## config.mk

```make
export PLATFORM = sky130hd
export DESIGN_NAME = async_group_tracker
export DESIGN_NICKNAME = d
export VERILOG_FILES = /design/src/rtl/agt_pkg.sv /design/src/rtl/agt_group_queue.sv /design/src/rtl/agt_wait_eval.sv /design/src/rtl/async_group_tracker.sv
export SDC_FILE = /design/constraint.sdc
export NUM_CORES = 1
export LEC_CHECK = 0
export CORE_AREA = 2 2 131 120
export CTS_BUF_LIST = sky130_fd_sc_hd__clkbuf_16
export DETAILED_ROUTE_END_ITERATION = 8
export DIE_AREA = 0 0 133 122
export SKIP_CTS_REPAIR_TIMING = 1
export SLEW_MARGIN = 20
export SYNTH_ARGS = -nofsm -noshare
export SYNTH_HDL_FRONTEND = slang
export SYNTH_HIERARCHICAL = 1
export SYNTH_SLANG_ARGS = --single-unit
```

## constraint.sdc

```tcl
create_clock -name clk -period 9.34 [get_ports clk]
set_input_delay 1.868 -clock clk [delete_from_list [all_inputs] [get_ports clk]]
set_output_delay 1.868 -clock clk [all_outputs]
set_load 0.005 [all_outputs]
```

## src/rtl/agt_pkg.sv

```systemverilog
package agt_pkg;
   typedef enum logic [0:0] {
      WAIT_IDLE = 1'b0,
      WAIT_HOLD = 1'b1
   } wait_state_e;
endpackage

```

## src/rtl/agt_group_queue.sv

```systemverilog
module agt_group_queue #(
   parameter int DEPTH = 8,
   parameter int CNT_W = 6,
   localparam int PTR_W = $clog2(DEPTH),
   localparam int OCC_W = $clog2(DEPTH + 1)
) (
   input  logic             clk,
   input  logic             rst_n,
   input  logic             push_i,
   input  logic [CNT_W-1:0] push_cnt_i,
   input  logic             cpl_i,
   input  logic [PTR_W-1:0] cpl_tag_i,
   output logic [DEPTH-1:0] slot_vld_o,
   output logic [CNT_W-1:0] slot_cnt_o [DEPTH],
   output logic [PTR_W-1:0] tail_o,
   output logic [OCC_W-1:0] occ_o,
   output logic             full_o
);
   logic [PTR_W-1:0] head_q, tail_q;
   logic [OCC_W-1:0] occ_q;
   logic             retire;

   assign retire = slot_vld_o[head_q] && (slot_cnt_o[head_q] == '0);
   assign full_o = (occ_q == OCC_W'(DEPTH));
   assign tail_o = tail_q;
   assign occ_o  = occ_q;

   for (genvar g = 0; g < DEPTH; g++) begin : g_slot
      logic             vld_q;
      logic [CNT_W-1:0] cnt_q;
      always_ff @(posedge clk) begin
         if (!rst_n) begin
            vld_q <= 1'b0;
            cnt_q <= '0;
         end else if (push_i && tail_q == PTR_W'(g)) begin
            vld_q <= 1'b1;
            cnt_q <= push_cnt_i;
         end else if (retire && head_q == PTR_W'(g)) begin
            vld_q <= 1'b0;
         end else if (cpl_i && cpl_tag_i == PTR_W'(g) && vld_q && cnt_q != '0) begin
            cnt_q <= cnt_q - 1'b1;
         end
      end
      assign slot_vld_o[g] = vld_q;
      assign slot_cnt_o[g] = cnt_q;
   end

   always_ff @(posedge clk) begin
      if (!rst_n) begin
         head_q <= '0;
         tail_q <= '0;
         occ_q  <= '0;
      end else begin
         if (push_i) tail_q <= tail_q + 1'b1;
         if (retire) head_q <= head_q + 1'b1;
         occ_q <= occ_q + OCC_W'(push_i) - OCC_W'(retire);
      end
   end

   // the control never writes a group into a full queue
   a_r7_no_push_when_full: assert property (@(posedge clk) disable iff (!rst_n)
      full_o |-> !push_i);
   // in-order retirement keeps the oldest slot occupied while not empty
   a_r8_head_occupied: assert property (@(posedge clk) disable iff (!rst_n)
      (occ_q != '0) |-> slot_vld_o[head_q]);
endmodule

```

## src/rtl/agt_wait_eval.sv

```systemverilog
module agt_wait_eval #(
   parameter int DEPTH = 8,
   parameter int CNT_W = 6,
   localparam int PTR_W = $clog2(DEPTH),
   localparam int OCC_W = $clog2(DEPTH + 1)
) (
   input  logic [DEPTH-1:0] slot_vld_i,
   input  logic [CNT_W-1:0] slot_cnt_i [DEPTH],
   input  logic [PTR_W-1:0] tail_i,
   input  logic [OCC_W-1:0] keep_n_i,
   output logic             cond_o,
   output logic [OCC_W-1:0] pending_o
);
   logic [DEPTH-1:0] blocker;
   logic [DEPTH-1:0] busy;

   for (genvar g = 0; g < DEPTH; g++) begin : g_age
      logic [PTR_W-1:0] age;
      assign age        = tail_i - PTR_W'(g) - 1'b1;
      assign busy[g]    = slot_vld_i[g] && (slot_cnt_i[g] != '0);
      assign blocker[g] = busy[g] && (OCC_W'(age) >= keep_n_i);
   end

   assign cond_o = (blocker == '0);

   always_comb begin
      pending_o = '0;
      for (int i = 0; i < DEPTH; i++) pending_o = pending_o + OCC_W'(busy[i]);
   end
endmodule

```

## src/rtl/async_group_tracker.sv

```systemverilog
module async_group_tracker #(
   parameter int DEPTH = 8,
   parameter int CNT_W = 6,
   localparam int PTR_W = $clog2(DEPTH),
   localparam int OCC_W = $clog2(DEPTH + 1)
) (
   input  logic             clk,
   input  logic             rst_n,
   input  logic             issue_i,
   input  logic             commit_i,
   input  logic             wait_req_i,
   input  logic [OCC_W-1:0] wait_n_i,
   input  logic             lane_mismatch_i,
   input  logic             cpl_i,
   input  logic [PTR_W-1:0] cpl_tag_i,
   output logic             stall_o,
   output logic             wait_done_o,
   output logic [OCC_W-1:0] pending_o,
   output logic             full_o,
   output logic             err_o
);
   import agt_pkg::*;

   if (DEPTH < 2 || (DEPTH & (DEPTH - 1)) != 0) begin : g_bad_depth
      $error("DEPTH must be a power of two of at least 2");
   end
   if (CNT_W < 1) begin : g_bad_cnt
      $error("CNT_W must be at least 1");
   end

   logic [CNT_W-1:0] open_q;
   logic [CNT_W-1:0] open_sum;
   logic             commit_ok, wait_ok, active, cond;
   logic [OCC_W-1:0] n_q, n_eff, occ;
   wait_state_e      st_q;
   logic             err_q;

   logic [DEPTH-1:0] slot_vld;
   logic [CNT_W-1:0] slot_cnt [DEPTH];
   logic [PTR_W-1:0] tail;

   assign commit_ok = commit_i && !lane_mismatch_i && !full_o;
   assign wait_ok   = wait_req_i && !lane_mismatch_i && (st_q == WAIT_IDLE);
   assign open_sum  = open_q + CNT_W'(issue_i);
   assign active    = (st_q == WAIT_HOLD) || wait_ok;
   assign n_eff     = (st_q == WAIT_HOLD) ? n_q : wait_n_i;

   agt_group_queue #(.DEPTH(DEPTH), .CNT_W(CNT_W)) u_queue (
      .clk        (clk),
      .rst_n      (rst_n),
      .push_i     (commit_ok),
      .push_cnt_i (open_sum),
      .cpl_i      (cpl_i),
      .cpl_tag_i  (cpl_tag_i),
      .slot_vld_o (slot_vld),
      .slot_cnt_o (slot_cnt),
      .tail_o     (tail),
      .occ_o      (occ),
      .full_o     (full_o)
   );

   agt_wait_eval #(.DEPTH(DEPTH), .CNT_W(CNT_W)) u_eval (
      .slot_vld_i (slot_vld),
      .slot_cnt_i (slot_cnt),
      .tail_i     (tail),
      .keep_n_i   (n_eff),
      .cond_o     (cond),
      .pending_o  (pending_o)
   );

   assign wait_done_o = active && cond;
   assign stall_o     = active && !cond;
   assign err_o       = err_q;

   always_ff @(posedge clk) begin
      if (!rst_n) begin
         open_q <= '0;
         st_q   <= WAIT_IDLE;
         n_q    <= '0;
         err_q  <= 1'b0;
      end else begin
         open_q <= commit_ok ? '0 : open_sum;
         st_q   <= (active && !cond) ? WAIT_HOLD : WAIT_IDLE;
         if (wait_ok) n_q <= wait_n_i;
         if (lane_mismatch_i && (commit_i || wait_req_i)) err_q <= 1'b1;
      end
   end

   // a stall ends only in further stall or in the done pulse
   a_r6_stall_resolves: assert property (@(posedge clk) disable iff (!rst_n)
      stall_o |=> (stall_o || wait_done_o));
   // the error flag never clears
   a_r9_err_sticky: assert property (@(posedge clk) disable iff (!rst_n)
      err_o |=> err_o);
   // pending groups never outnumber occupied slots
   a_r10_pending_bounded: assert property (@(posedge clk) disable iff (!rst_n)
      pending_o <= occ);
   // the open tally must not wrap
   a_r1_open_no_wrap: assert property (@(posedge clk) disable iff (!rst_n)
      !(issue_i && !commit_ok && (&open_q)));
endmodule

```

# After elaboration in Yosys (flattened, before gate mapping)
# Cells that the tools add are included.
[totals] ff_bits=78 elab_cells=254 mem_bits_rw=0 inputBits=14 latch_bits=0 rom_bits=0 memories=0
[classes] multipliers=0 n_eq_ne=30 div_mod_pow=0 reduce_logical=107 add_sub_neg=34 shifts=0 bitwise_logic=3 mux=47 order_cmp=10
[ops] operator="two-way mux 6 bit" count=26
[ops] operator="logical AND 1 bit" count=64
[ops] operator="nonzero test 6 bit" count=8
[ops] operator="subtractor 6 x 1 -> 6 bit, second input constant" count=8
[ops] operator="equality test 3 bit, second input constant" count=12
[ops] operator=">= comparator 3 x 4 -> 1 bit" count=8
[ops] operator="nonzero test 2 bit" count=16
[ops] operator="adder 4 x 1 -> 4 bit" count=7
[ops] operator="subtractor 3 x 1 -> 3 bit, second input constant" count=8
[ops] operator="binary-select mux 6 bit (select 3 bit)" count=1
[ops] operator="equality test 3 x 2 -> 1 bit, second input constant" count=6
[ops] operator="two-way mux 1 bit" count=18
[ops] operator="inequality test 2 x 1 -> 1 bit, second input constant" count=8
[ops] operator="AND reduction 2 bit" count=8
[ops] operator="subtractor 3 bit, second input constant" count=4
[ops] operator="equality test 3 x 1 -> 1 bit, second input constant" count=3
[ops] operator="logical NOT 3 bit" count=3
[ops] operator="logical NOT 8 bit" count=1
[ops] operator="adder 3 x 1 -> 3 bit, second input constant" count=2
[ops] operator="adder 6 x 1 -> 6 bit" count=1
[ops] operator="logical NOT 6 bit" count=1
[ops] operator="subtractor 3 x 2 -> 3 bit, second input constant" count=2
[ops] operator="equality test 4 bit, second input constant" count=1
[ops] operator=">= comparator 4 bit, second input constant" count=1
[ops] operator="other kinds (10)" count=14

# Logic depth before layout (Yosys ltp)
# Gate-level depths: netlist (run 1).
[logic_depth] word_depth=9 ltp_mapped=13 depth_no_buf=11

# Cells and area by module
# Netlist (run 1), hierarchy kept.
[by_module_without_submodules] mod="agt_group_queue" cells_per_inst=514 area_per_inst_um2=4424.2 instances=1 seq_area_each_um2=1321.3
[by_module_without_submodules] mod="agt_wait_eval" cells_per_inst=91 area_per_inst_um2=853.3 instances=1 seq_area_each_um2=0.0
[by_module_without_submodules] mod="async_group_tracker" cells_per_inst=56 area_per_inst_um2=559.3 instances=1 seq_area_each_um2=240.2

# Least setup slack after synthesis (run 1)
# OpenSTA, ideal clock, no wires.
[synth_timing] kind="input to output" from="input port wait_n_i[2]" to="output port wait_done_o" stages=8 path_slack_ps=3994 required_ps=7472 arrival_ps=3478 n_path_buf=0 path_cell_list="mux2_2 > inv_1 > ha_1 > nor2b_1 > a221oi_1 > a2bb2oi_2 > a41o_1 > nor2b_1"
[synth_via] elab_chain_cells=5 word_cells_on_any_way=19
[synth_rtl] item="start, declared" line_no="async_group_tracker.sv:12" text="input logic [OCC_W-1:0] wait_n_i,"
[synth_rtl] item="two-way mux 4 bit *" line_no="async_group_tracker.sv:46" text="assign n_eff = (st_q == WAIT_HOLD) ? n_q : wait_n_i;"
[synth_rtl] item=">= comparator 3 x 4 -> 1 bit" line_no="agt_wait_eval.sv:21" text="assign blocker[g] = busy[g] && (OCC_W'(age) >= keep_n_i);"
[synth_rtl] item="logical AND 1 bit" line_no="agt_wait_eval.sv:21"
[synth_rtl] item="logical NOT 8 bit *" line_no="agt_wait_eval.sv:24" text="assign cond_o = (blocker == '0);"
[synth_rtl] item="net cond" line_no="async_group_tracker.sv:33" text="logic commit_ok, wait_ok, active, cond;"
[synth_rtl] item="logical AND 1 bit *" line_no="async_group_tracker.sv:71" text="assign wait_done_o = active && cond;"
[synth_rtl] item="end, declared" line_no="async_group_tracker.sv:17" text="output logic wait_done_o,"
# The timed path passes the listed nets; every way through them passes the cells marked *.

# Final worst setup path (run 1)
[layout_timing] from="input port wait_n_i[2]" to="output port wait_done_o"
[layout_via] elab_chain_cells=5 word_cells_on_any_way=19
[layout_rtl] item="two-way mux 4 bit *" line_no="async_group_tracker.sv:46"
[layout_rtl] item="net n_eff[2]" line_no="async_group_tracker.sv:34" text="logic [OCC_W-1:0] n_q, n_eff, occ;"
[layout_rtl] item=">= comparator 3 x 4 -> 1 bit" line_no="agt_wait_eval.sv:21"
[layout_rtl] item="logical AND 1 bit" line_no="agt_wait_eval.sv:21"
[layout_rtl] item="logical NOT 8 bit *" line_no="agt_wait_eval.sv:24"
[layout_rtl] item="net cond" line_no="async_group_tracker.sv:33"
[layout_rtl] item="logical AND 1 bit *" line_no="async_group_tracker.sv:71"
# Marks and branches as above.

==> metrics.yaml, run 1 <==
timing:
  relSlewSlack_pct: 43.23
  final.min_clock_period_ns: 6.521
  hold_viol: 0
  rsz0062_at_grt: "no"
  slew_viol_final: 0
  worstMarginPinSlew_ns: 0.8506
  finalSetupViolCount: 0
  fin_skew_ns: 0.01159
  period_share_pct: 69.81
  tns_ns: 0
  fmax_ghz: 0.1534
routing:
  wl_um: 15240
  wl_per_cell_um: 17.52
  drt_iter0_markers: 313
  drc: 0
  vias: 5022
  ant_nets: 0
  dr.pass1.iters: 4
  via_per_inst: 5.772
clocking:
  clock-root-buffer: "clkbuf_16"
  cts.clk_slew.worst_paths_ns: 0.06
  numCtsBuffers: 9
  tritoncts: "yes"
  cts_num_sinks: 78
  cts.path.max_buffers: 2
  worstSkewPairLatency_ns: 0.35
  cts_max_level: 3
power:
  p_leak_nw: 2.327
  ir_drop_mv: 0.08515
  power.density_mw_per_mm2: 165.3
floorplan:
  io_pins: 22
  fp.dieH_um: 122
  die_w_um: 133
  dieArea_mm2: 0.01623
  coreArea_mm2: 0.01501
  rows: 43
  start_util_pct: 38.88
synth:
  ys_ff_latch: 78
  synthCells: 661
  synthTopCellsByCount: "dfxtp_1 (78), inv_1 (66), ha_1 (55), nand2_1 (40), o21ai_0 (40)"
  yosys-top-cells-area: "dfxtp_1 (27%), ha_1 (12%), inv_1 (4.2%)"
  synth_area_per_cell_um2: 8.830
  yosys_warnings: 6
  synth_largest_area_cell: "dfxtp_1"
  synth_fp_nets: 735
  synth.distinct_cells: 78
  synth_top_cell_area_share_pct: 26.75
  ys_async_sr_fraction_pct: 0
  synth-edff-count: 0
  synth_area_mm2: 0.005837
  synth.most_common_cell: "dfxtp_1"
  synthFlopType: "dfxtp_1"
  ys_seq_area_share_pct: 26.75
worst_setup_path:
  arrival_ns: 4.65
  slowest_stage: "clkdlybuf4s50_1"
  path_cells: "clkdlybuf4s50_1 > mux2_2 > inv_1 > ha_1 > nor2b_1 > a221oi_1 > a2bb2oi_2 > a41o_1 > nor2b_1 > clkdlybuf4s50_1"
  crit_family: "buffers and inverters"
  endpoint_kind: "output port"
  worstPathRequired_ns: 7.47
  setup.worst_path.class: "primary input to output port"
  crit_buf_inv: 3
  slowest_delay_ns: 0.50
  worstPathMaxFanout: 8
  start_kind: "primary input"
run:
  drv_cap: 0
global_routing:
  grt_pass1_vias: 4899
  grt_pass1_wl_um: 25260
  grt.total_usage_pct: 19.77
  grt_max_degree: 70
  grt_overflow: 0
  grt_antenna_before_repair: 0
placement:
  io_buffer_count: 21
  postPlaceCellArea_mm2: 0.006146
  gp_congestion: 0.9038
  hpwl_um: 10870
finish:
  n_fill_cell: 1447
  area_growth_pct: 11.64
  diodes: 0
  design_area_mm2: 0.006516
  multiInputGateArea_mm2: 0.003864
  fin_nets: 737
  drive_above_1_share_pct: 11.23
  seq_area_mm2: 0.001562
min_path:
  holdCritPathClass: "flip-flop to flip-flop"
outcome:
  status: "finished, final reports clean"
-- layer usage --
metal	up-vias	share of wire (%)	track usage, %
li1	2438	-	-
met1	2447	47	25.83
met2	121	47	32.74
met3	16	3.8	4.744
met4	0	1.7	5.511
met5	-	0	0
-- power by group --
group	internal, mW	switching, mW	total [mW]
registers	0.352	0.0278	0.380
clock network	0.287	0.144	0.431
logic	0.112	0.153	0.265
total	0.751	0.325	1.08
-- area by class of cell --
type                    instances  share of cell area, %
multi-input cells             484                  59.29
clock buffers                   9                  3.456
flip-flops and latches         78                  23.96
inverters                      66                  3.802
repair buffers                 24                  3.495
clock inverters                 7                  2.112
well taps                     202                  3.879
-- state kept, by name, indices dropped and copies added (netlist names) --
signal                flops
u_queue/g_slot.cnt_q     48
st_q                      1
err_o                     1
u_queue/tail_o            3
u_queue/occ_o             4
open_q                    6
u_queue/g_slot.vld_q      8
u_queue/head_q            3
n_q                       4
-- cells by family after synthesis --
logic type / Yosys count / share of synthesized area [%]
buffers and inverters: 99 / 7.395
adders and majority gates: 60 / 13.50
DFF: 78 / 26.75
AOI/OAI and AO/OA: 184 / 25.51
muxes: 16 / 3.301
xor gates and xnor gates: 32 / 4.802
and+or+nand+nor: 192 / 18.74
-- through the flow --
step | power [mW] | setup WS (ns) | hold slack (ns) | std cells | util (%)
floorplan | 0.5834 | 3.994 | 0.4546 | 661 | -
global placement | 0.6352 | 2.951 | 0.4531 | 854 | 40.89
detailed placement | 0.6483 | 2.835 | 0.4572 | 854 | 40.94
CTS | 1.087 | 2.843 | 0.4718 | 870 | 43.36
global route | 1.133 | 2.745 | 0.4996 | 870 | 43.41
finish | 1.077 | 2.819 | 0.4643 | 870 | 43.41
-- worst register-to-register path, cell delays in order (launching register included) --
cell      delay (ns)
dfxtp_1         0.76
nor4b_2         0.43
a22oi_4         0.15
a211oi_4        0.69
a41o_1          0.34
ha_1            0.26
inv_1           0.06
ha_1            0.26
a21o_1          0.17
a21oi_1         0.17
xor2_1          0.18
nor2_1          0.06
-- final timing paths --
check                                       start                to  slack, ns  cells past startpoint
worst max-delay path                  wait_n_i[2]       wait_done_o       2.82                     10
worst min-delay path                        err_o             err_o       0.46                      1
worst max register to register  u_queue/head_q[0]  u_queue/occ_o[3]       5.65                     11
worst min register to register              err_o             err_o       0.46                      1
-- cell usage in the layout (no fill, tap or decap), types with 5 or more instances in the layout --
cell	instances
clkbuf_16	9
nand2b_1	6
nand3_1	24
nor4_1	9
dfxtp_1	78
a221oi_1	5
o21a_1	5
or4_1	6
a21oi_1	36
o2111ai_1	5
fa_1	5
a211oi_1	10
nor3_1	17
inv_1	67
nor2_1	28
clkdlybuf4s50_1	20
nand2_1	40
o221ai_1	9
a31oi_1	12
or3_1	6
o21ai_0	40
nor2b_1	11
xnor2_1	26
or4_4	6
nand4_1	7
nand4b_1	6
and4_1	5
ha_1	55
mux2i_1	8
o31ai_4	5
and2_1	5
a21o_1	5
a2111oi_2	6
Power figures use the tool's default switching activity.
==> run 2: changes to the inputs <==
- clock period: 9.34 -> 5.3 ns (I/O delays scaled with it)
==> run 2 against run 1 <==
Clock power increased by 40%; hold slack gained 0.0094 ns; die area is the same; final area fell by 0.63%; sequential power rose by 76%; sequential share of layout area up 0.21 points; register-to-register slack got worse by 4.0 ns; combinational power grew 77%; clock skew fell by 0.0051 ns; count of clock-buffer cells in the layout is the same; first-iteration DRC count shrank 12%; sequential cell count did not move; largest power group is now registers; highest routed layer unchanged.
==> metrics.yaml, run 2 (synthesis gave the netlist of run 1 again) <==
floorplan:
  rows: 43  # unchanged
  dieArea_mm2: 0.01623  # unchanged
  die_w_um: 133  # unchanged
  start_util_pct: 38.88  # unchanged
  fp.dieH_um: 122  # unchanged
  io_pins: 22  # unchanged
  coreArea_mm2: 0.01501  # unchanged
worst_setup_path:
  worstPathMaxFanout: 6  # -2
  r2r_slack_ns: 1.63  # -4.02 ns
  worst_path_most_repeated_cell: "fa_1"
  setup.worst_path.class: "flip-flop to output port"
  path_cells: "or4_4 > o31ai_4 > fa_1 > fa_1 > inv_1 > fa_1 > ha_2 > inv_1 > fa_1 > xnor2_1 > dlymetal6s2s_1"
  slowest_stage: "fa_1"
  arrival_ns: 4.03  # -0.62 ns
  start_kind: "flip-flop"
  slowest_delay_ns: 0.54  # +0.04 ns
  worstPathRequired_ns: 4.24  # -3.23 ns
  endpoint_kind: "output port"
global_routing:
  grt_overflow: 0  # unchanged
  grt_max_degree: 69  # -1.4%
  grt.total_usage_pct: 19.62  # -0.14 points
  grt_pass1_wl_um: 25070  # -0.74%
  grt_antenna_before_repair: 0  # unchanged
  grt_pass1_vias: 4870  # -0.59%
placement:
  postPlaceCellArea_mm2: 0.006176  # +0.49%
  hpwl_um: 11300  # +4.0%
  gp_congestion: 0.8637  # -4.4%
  place_ws_ns: 0.1843  # -2.651 ns
  io_buffer_count: 21  # unchanged
power:
  intPower_mw: 1.178  # +57%
  clkPwrFrac_pct: 34.7  # -5.4 points
  power.density_mw_per_mm2: 269.4  # +63%
  p_sw_mw: 0.5666  # +74%
  p_leak_nw: 2.338  # +0.49%
  p_sw_share_pct: 32.48  # +2.3 points
  power.share.sequential_pct: 38.4  # +3.1 points
  p_comb_share_pct: 26.9  # +2.2 points
  ir_drop_mv: 0.1632  # +92%
routing:
  drc: 0  # unchanged
  ant_nets: 0  # unchanged
  drt_iter0_markers: 275  # -12%
  wl_um: 15440  # +1.3%
  dr.pass1.iters: 5  # +1
  via_per_inst: 5.745  # -0.48%
  wl_per_cell_um: 17.67  # +0.85%
  vias: 5021  # -0.020%
timing:
  rsz0062_at_grt: "no"
  period_share_pct: 96.00
  fmax_ghz: 0.1966
  finalWorstSetupSlack_ns: 0.2122  # -2.607 ns
  final.min_clock_period_ns: 5.088
  relSlewSlack_pct: 44.38  # +1.1 points
  hold_viol: 0  # unchanged
  finalSetupViolCount: 0  # unchanged
  fin_skew_ns: 0.006503  # -0.005086 ns
  slew_viol_final: 0  # unchanged
  worstMarginPinSlew_ns: 0.8334  # -0.01719 ns
  tns_ns: 0  # unchanged
finish:
  most-common-layout-cells: "dfxtp_1 (77), inv_1 (67), ha_1 (54), nand2_1 (40), o21ai_0 (40)"
  drive_above_1_share_pct: 11.76  # +0.53 points
  regMostFlops: "u_queue/g_slot.cnt_q"
  final_core_util_pct: 43.14  # -0.28 points
  layout_commonest_cell: "dfxtp_1"
  largest_reg_flops: 48  # unchanged
  design_area_mm2: 0.006475  # -0.63%
  fin_nets: 742  # +0.68%
  reg_top3: "u_queue/g_slot.cnt_q (48), u_queue/g_slot.vld_q (8), open_q (6)"
  area_growth_pct: 10.93
  diodes: 0  # unchanged
clocking:
  cts.clk_slew.worst_paths_ns: 0.06  # about the same
  cts_max_level: 3  # unchanged
  worstSkewPairLatency_ns: 0.34  # about the same
  cts_num_sinks: 78  # unchanged
  tritoncts: "yes"
  cts.path.max_buffers: 2  # unchanged
  clock-root-buffer: "clkbuf_16"
  numCtsBuffers: 9  # unchanged
outcome:
  status: "finished, final reports clean"
min_path:
  holdCritPathClass: "flip-flop to flip-flop"
run:
  drv_cap: 0  # unchanged
## run 2: path summary, 6_finish.rpt
kind | from | endpoint | depth (start not counted)
max | u_queue/g_slot[0].cnt_q[0] | pending_o[2] | 11
min | err_o | err_o | 1
max reg2reg | u_queue/head_q[0] | u_queue/occ_o[2] | 11
min reg2reg | err_o | err_o | 1
## run 2: power by group through the flow
stage               clock (mW)  sequential, mW  combinational [mW]
CTS                      0.617           0.670               0.468
global route             0.639           0.677               0.520
floorplan                    0           0.664               0.364
global placement             0           0.680               0.447
finish                   0.605           0.670               0.469
detailed placement           0           0.683               0.465
## run 2: layout make-up
type | instances | area, µm²
clock buffers | 9 | 225.2
fillers | 1449 | 8536
inverters | 66 | 247.7
clock inverters | 6 | 55.05
multi-input cells | 484 | 3859
repair buffers | 29 | 270.3
flip-flops and latches | 78 | 1565
well taps | 202 | 252.7
## run 2: metal layers
layer,track usage (%),part of all wire (%),wire length [µm],vias to the layer above
met3,2.372,3.6,563,12
met4,6.922,1.4,222,0
li1,-,-,-,2445
met1,25.89,47,7232,2467
met5,0,0,0,-
met2,33.26,48,7426,97
## run 2: per-stage QoR
| stage | cells | power, mW | hold slack (ns) |
|---|---|---|---|
| detailed placement | 858 | 1.148 | 0.4614 |
| CTS | 873 | 1.756 | 0.4743 |
| global placement | 858 | 1.128 | 0.4505 |
| global route | 874 | 1.836 | 0.5022 |
| finish | 874 | 1.744 | 0.4737 |
| floorplan | 661 | 1.028 | 0.4546 |
## run 2: worst max-delay path: cells and delay by family, from the launching register on
kind / cells / cell delay (ns)
simple gates: 1 / 0.53
flops: 1 / 0.37
buf+inv: 3 / 0.24
xor+xnor: 1 / 0.14
compound gates: 1 / 0.29
fa+ha+maj: 5 / 2.11
